`src/rtl/rwem_pkg.sv`:
```
package rwem_pkg;
  // Width of an index over n items; never below one bit.
  function automatic int idx_w(input int n);
    return (n > 1) ? $clog2(n) : 1;
  endfunction

  // Width of one column sub-memory when a row is cut into n parts.
  function automatic int part_w(input int total, input int n);
    return (total + n - 1) / n;
  endfunction
endpackage

```
`src/rtl/rwem_col_bank.sv`:
```
module rwem_col_bank #(
  parameter int WIDTH = 12,
  parameter int DEPTH = 8,
  parameter int AW    = 3,
  parameter int NRP   = 2
) (
  input  logic                 clk,
  input  logic                 rst,
  input  logic                 wr_en,
  input  logic [AW-1:0]        wr_addr,
  input  logic [WIDTH-1:0]     wr_data,
  input  logic [NRP-1:0]       rd_en,
  input  logic [NRP*AW-1:0]    rd_addr,
  output logic [NRP*WIDTH-1:0] rd_q
);
  logic [WIDTH-1:0] store [DEPTH];

  always_ff @(posedge clk) begin
    if (wr_en) store[wr_addr] <= wr_data;
  end

  for (genvar p = 0; p < NRP; p++) begin : g_rport
    logic [WIDTH-1:0] q_r;
    // Non-blocking read and write at one edge: the read sees the old row.
    always_ff @(posedge clk) begin
      if (rst)            q_r <= '0;
      else if (rd_en[p])  q_r <= store[rd_addr[p*AW +: AW]];
    end
    assign rd_q[p*WIDTH +: WIDTH] = q_r;
  end
endmodule

```
`src/rtl/rwem_entry_sel.sv`:
```
module rwem_entry_sel #(
  parameter int H       = 3,
  parameter int B       = 8,
  parameter int HW      = 2,
  parameter int MUX_REG = 1
) (
  input  logic           clk,
  input  logic           rst,
  input  logic           req_en,
  input  logic [HW-1:0]  req_h,
  input  logic [H*B-1:0] row_in,
  output logic           out_valid,
  output logic [B-1:0]   out_data
);
  logic          stg1_v;
  logic [B-1:0]  picked;

  always_ff @(posedge clk) begin
    if (rst) stg1_v <= 1'b0;
    else     stg1_v <= req_en;
  end

  if (H > 1) begin : g_mux
    logic [HW-1:0] h_q;
    // The index travels with the row fetch so both belong to one request.
    always_ff @(posedge clk) begin
      if (rst)          h_q <= '0;
      else if (req_en)  h_q <= req_h;
    end
    always_comb begin
      picked = '0;
      for (int i = 0; i < H; i++) begin
        if (h_q == HW'(i)) picked = row_in[i*B +: B];
      end
    end
  end else begin : g_flat
    logic unused_h;
    assign unused_h = ^req_h;
    assign picked   = row_in;
  end

  if (MUX_REG != 0) begin : g_oreg
    logic         stg2_v;
    logic [B-1:0] data_q;
    always_ff @(posedge clk) begin
      if (rst) begin
        stg2_v <= 1'b0;
        data_q <= '0;
      end else begin
        stg2_v <= stg1_v;
        if (stg1_v) data_q <= picked;
      end
    end
    assign out_valid = stg2_v;
    assign out_data  = data_q;
  end else begin : g_comb
    assign out_valid = stg1_v;
    assign out_data  = picked;
  end
endmodule

```
`src/rtl/rwem_row_mem.sv`:
```
module rwem_row_mem #(
  parameter int H              = 3,
  parameter int V              = 8,
  parameter int B              = 8,
  parameter int NUM_READ_PORTS = 2,
  parameter int MUX_REG        = 1,
  parameter int NUM_COLS       = 2,
  localparam int AW            = $clog2(V),
  localparam int HW            = rwem_pkg::idx_w(H)
) (
  input  logic                         clk,
  input  logic                         rst,
  input  logic                         wr_en,
  input  logic [AW-1:0]                wr_row,
  input  logic [H*B-1:0]               wr_data,
  input  logic [NUM_READ_PORTS-1:0]    rd_en,
  input  logic [NUM_READ_PORTS*AW-1:0] rd_row,
  input  logic [NUM_READ_PORTS*HW-1:0] rd_h,
  output logic [NUM_READ_PORTS-1:0]    rd_valid,
  output logic [NUM_READ_PORTS*B-1:0]  rd_data
);
  localparam int ROW_W        = H * B;
  localparam int COL_W        = rwem_pkg::part_w(ROW_W, NUM_COLS);
  localparam int READ_LATENCY = 1 + MUX_REG;

  // Fetched rows for all ports, port p at [p*ROW_W +: ROW_W].
  logic [NUM_READ_PORTS*ROW_W-1:0] rows_q;

  for (genvar c = 0; c < NUM_COLS; c++) begin : g_col
    localparam int LO  = c * COL_W;
    localparam int WID = (ROW_W - LO < COL_W) ? (ROW_W - LO) : COL_W;
    logic [NUM_READ_PORTS*WID-1:0] bank_q;

    rwem_col_bank #(
      .WIDTH (WID),
      .DEPTH (V),
      .AW    (AW),
      .NRP   (NUM_READ_PORTS)
    ) u_bank (
      .clk     (clk),
      .rst     (rst),
      .wr_en   (wr_en),
      .wr_addr (wr_row),
      .wr_data (wr_data[LO +: WID]),
      .rd_en   (rd_en),
      .rd_addr (rd_row),
      .rd_q    (bank_q)
    );

    for (genvar p = 0; p < NUM_READ_PORTS; p++) begin : g_lane
      assign rows_q[p*ROW_W + LO +: WID] = bank_q[p*WID +: WID];
    end
  end

  for (genvar p = 0; p < NUM_READ_PORTS; p++) begin : g_port
    rwem_entry_sel #(
      .H       (H),
      .B       (B),
      .HW      (HW),
      .MUX_REG (MUX_REG)
    ) u_sel (
      .clk       (clk),
      .rst       (rst),
      .req_en    (rd_en[p]),
      .req_h     (rd_h[p*HW +: HW]),
      .row_in    (rows_q[p*ROW_W +: ROW_W]),
      .out_valid (rd_valid[p]),
      .out_data  (rd_data[p*B +: B])
    );
  end
endmodule

```
`config.mk`:
```
export PLATFORM = sky130hd
export DESIGN_NAME = rwem_row_mem
export DESIGN_NICKNAME = d
export VERILOG_FILES = /design/src/rtl/rwem_pkg.sv /design/src/rtl/rwem_col_bank.sv /design/src/rtl/rwem_entry_sel.sv /design/src/rtl/rwem_row_mem.sv
export SDC_FILE = /design/constraint.sdc
export NUM_CORES = 1
export LEC_CHECK = 0
export BUFFER_PORTS_ARGS = -buffer_cell sky130_fd_sc_hd__buf_2
export CAP_MARGIN = 20
export CELL_PAD_IN_SITES_DETAIL_PLACEMENT = 1
export CELL_PAD_IN_SITES_GLOBAL_PLACEMENT = 1
export CORE_ASPECT_RATIO = 1.75
export CORE_MARGIN = 4
export CORE_UTILIZATION = 44
export DETAILED_ROUTE_END_ITERATION = 10
export GPL_TIMING_DRIVEN = 0
export PLACE_DENSITY = 0.8
export SYNTH_ARGS = -nofsm -noshare
export SYNTH_HDL_FRONTEND = slang
export SYNTH_SLANG_ARGS = --single-unit
export TNS_END_PERCENT = 100
```
`constraint.sdc`:
```
create_clock -name clk -period 7.7 [get_ports clk]
set_clock_uncertainty 0.2 [all_clocks]
set_input_delay 0.77 -clock clk [delete_from_list [all_inputs] [get_ports clk]]
set_output_delay 0.77 -clock clk [all_outputs]
set_load 0.03 [all_outputs]
```
==> impl_results.md <==
- Worst-path fanout max: 10
- Fillers: ~2700
- Pwr dens: between 200 and 250 nW/um2
- Site Rows: slightly below 80
- Fin util: 51.4%
- Final setup violation count: 0
- Syn avg cell area: around 14 um2
- Crit Path Class: in2reg
- Skew-Pair Late Insertion Delay: between 500 and 600 ps
- Final #Nets: 972
- VDD IR max: 168 uV
- Yosys cell types: 23
- Initial Utilization: 44.8%
- Drt total wl: around 36 mm
- Synth Register Bits: 264
- Setup ws final: 5220 ps
- Register Area: 7210 um2
- FF-to-FF End: g_port[1].u_sel.out_data[7]
- Mapped Nets: 879
- Area of the die: approximately 30000 um2
- Clock Path Buffers: 3
- CTS tree: yes
- Htree depth: 1
- Busiest metal layer after global routing: met2
- GRT met1 Usage: between 20% and 30%
- CP endpoint kind: register
- Worst Tran Pin Value: 851 ps
- Met3 usage: 2.72%
- Num Clock Sinks: 264
- Vias in the first global route: 8513
- R2R depth: 5
- Startpoint Class: input port
- Via density per instance: 6.16
- Status: completed
- Antenna Cells: 0
- Total CTS buffers: 25
- Largest net degree at the start of global routing: 21
- Via count: 7832
- Routability cong.: 0.834
- Core ar.: 26700 um2
- Total power draw: 3220 uW
- Worst setup path end: g_col[1].u_bank.g_rport[1].q_r[0]
- Warnings from Yosys: 0
- Port bufs: 54
- Syn Std Cell Area: 12000 um2
- Cells after synthesis: 837
- Sequential area share after synthesis: around 60%
- Clock transition at path regs: 70 ps
- GRT Util Overall: 23.7%
- Rel. slew slack: 43.2%
- CP required: a little under 8000 ps
- Drt pass-1 iters: 5
- Layout cells sized above 1: 29.0%
- Global route total overflow: 0
- CP Launch Point: rd_row[4]
- Post-CTS Resized: 0
- Max Cap Violations: 0
- GR Util met2: 45.4%
- Area growth, synth to finish: 14.7%
- Multi-input logic area: between 4000 and 5000 um2
- CTS root buffer: clkbuf_16
- R2R Setup Slk: between 5000 and 6000 ps
- Setup TNS: 0 ps
- Pre-CTS WS: approximately 4800 ps
- Final hold vios: 0
- WP data arrival: between 2000 and 3000 ps
- Initial antenna violation count: 2
- Area after DPL: 12900 um2
- Hold Buf Count CTS: 0
- WL per Instance: 28.1 um
- Commonest cells after routing, fill and taps aside: edfxtp_1, mux2i_1, mux2_2, nor2_1, dfxtp_1
- Final Cycle Share: 32.2%
- Commonest non-fill, non-tap cell in the layout: edfxtp_1
- Post-CTS setup repair buffer count: 0
- Origin of the critical flop-to-flop path: g_port[1].u_sel.g_mux.h_q[0]
- Fmax: between 400 and 500 MHz
- Global-route wire length before repair: 53.3 mm
- Max Transition Viols Final: 0
- Die height: roughly 230 um
- Pleak: between 0.004 and 0.005 uW
- HPWL Detailed: approximately 25 mm
- DRC viols: 0
- Hold crit path type: in2reg
- Die width: 133 um
- Top Ports: 60
- RSZ-0062 raised after global routing: false
- Initial DRC Count: 495
- ANT nets after route: 0
- Tmin final: about 2500 ps
- Final instance area: 13700 um2
-- cell type report --
| cell class | instances | share of cell area [%] |
|---|---|---|
| buffer | 74 | 3.94 |
| clock buffer | 33 | 5.54 |
| clock inverter | 12 | 0.438 |
| multi-input combinational | 499 | 31.1 |
| sequential | 264 | 52.5 |
| tap | 324 | 2.95 |
| timing repair buffer | 66 | 3.47 |
-- cell usage after synthesis --
library cell  number  area [um2]
a211oi_1          27         203
clkbuf_1          41         154
o22ai_1           37         231
mux2_2            95        1070
buf_1              1        3.75
edfxtp_1         192        5770
buf_4              4        30.0
buf_12            10         200
buf_6             10         113
nor2b_1            8        50.1
nand2b_1           5        31.3
mux2i_1          116        1160
o221ai_1          11        96.3
a21oi_1           16        80.1
nor2_1            92         345
a221o_1           37         370
a211oi_2          37         463
mux2_1             1        11.3
buf_2              8        40.0
nor3_1             2        10.0
nand2_1            4        15.0
dfxtp_1           72        1440
a22oi_1           11        82.6
-- registers in the layout, indices dropped and copies added (netlist names) --
register,flops
g_col.u_bank.g_rport.q_r,48
g_port.u_sel.stg1_v,2
g_port.u_sel.out_valid,2
g_port.u_sel.out_data,16
g_col.u_bank.store,192
g_port.u_sel.g_mux.h_q,4
-- metal layers --
layer	part of all wire [%]	vias to the layer above	wire length, um
met2	55	260	19500
li1	-	3470	-
met5	0.053	-	19
met4	4.7	2	1680
met3	4.8	87	1720
met1	36	4013	12800
-- stage by stage --
| step | hold WS, ps | instances |
|---|---|---|
| 2_1_floorplan | 262 | 837 |
| 3_5_place_dp | 278 | 1227 |
| 3_3_place_gp | 276 | 1215 |
| 5_1_grt | 296 | 1272 |
| 4_1_cts | 265 | 1272 |
| 6_report | 276 | 1272 |
-- worst max-delay path, cell delays in order --
cell and delay (ps):
buf_2 110, nor2_1 450, clkbuf_1 690, a22oi_1 180, o221ai_1 280, a211oi_1 170
-- power breakdown --
group | total (uW) | switching [uW] | internal [uW]
logic | 375 | 229 | 146
registers | 1620 | 31.3 | 1590
clock network | 1230 | 536 | 695
-- logic make-up (layout without fill, tap and decap cells) --
| logic type | Yosys count | after routing | share of synthesized area (%) |
|---|---|---|---|
| flops | 264 | 264 | 60.2 |
| mux | 212 | 212 | 18.7 |
| compound gates | 176 | 176 | 12.8 |
| simple gates | 111 | 111 | 3.77 |
| buf+inv | 74 | 185 | 4.52 |
-- how the worst min path moves through the flow --
stage                                       from                                 to  cells past startpoint
3_5_place_dp         g_port[0].u_sel.out_data[1]        g_port[0].u_sel.out_data[1]                      2
3_3_place_gp         g_port[0].u_sel.out_data[2]        g_port[0].u_sel.out_data[2]                      2
4_1_cts                                  rd_h[2]       g_port[1].u_sel.g_mux.h_q[0]                      3
2_1_floorplan  g_col[0].u_bank.g_rport[0].q_r[5]  g_col[0].u_bank.g_rport[0].q_r[5]                      2
6_report                                 rd_h[2]       g_port[1].u_sel.g_mux.h_q[0]                      3
5_1_grt                                  rd_h[2]       g_port[1].u_sel.g_mux.h_q[0]                      3
(Power assumes the default switching activity.)
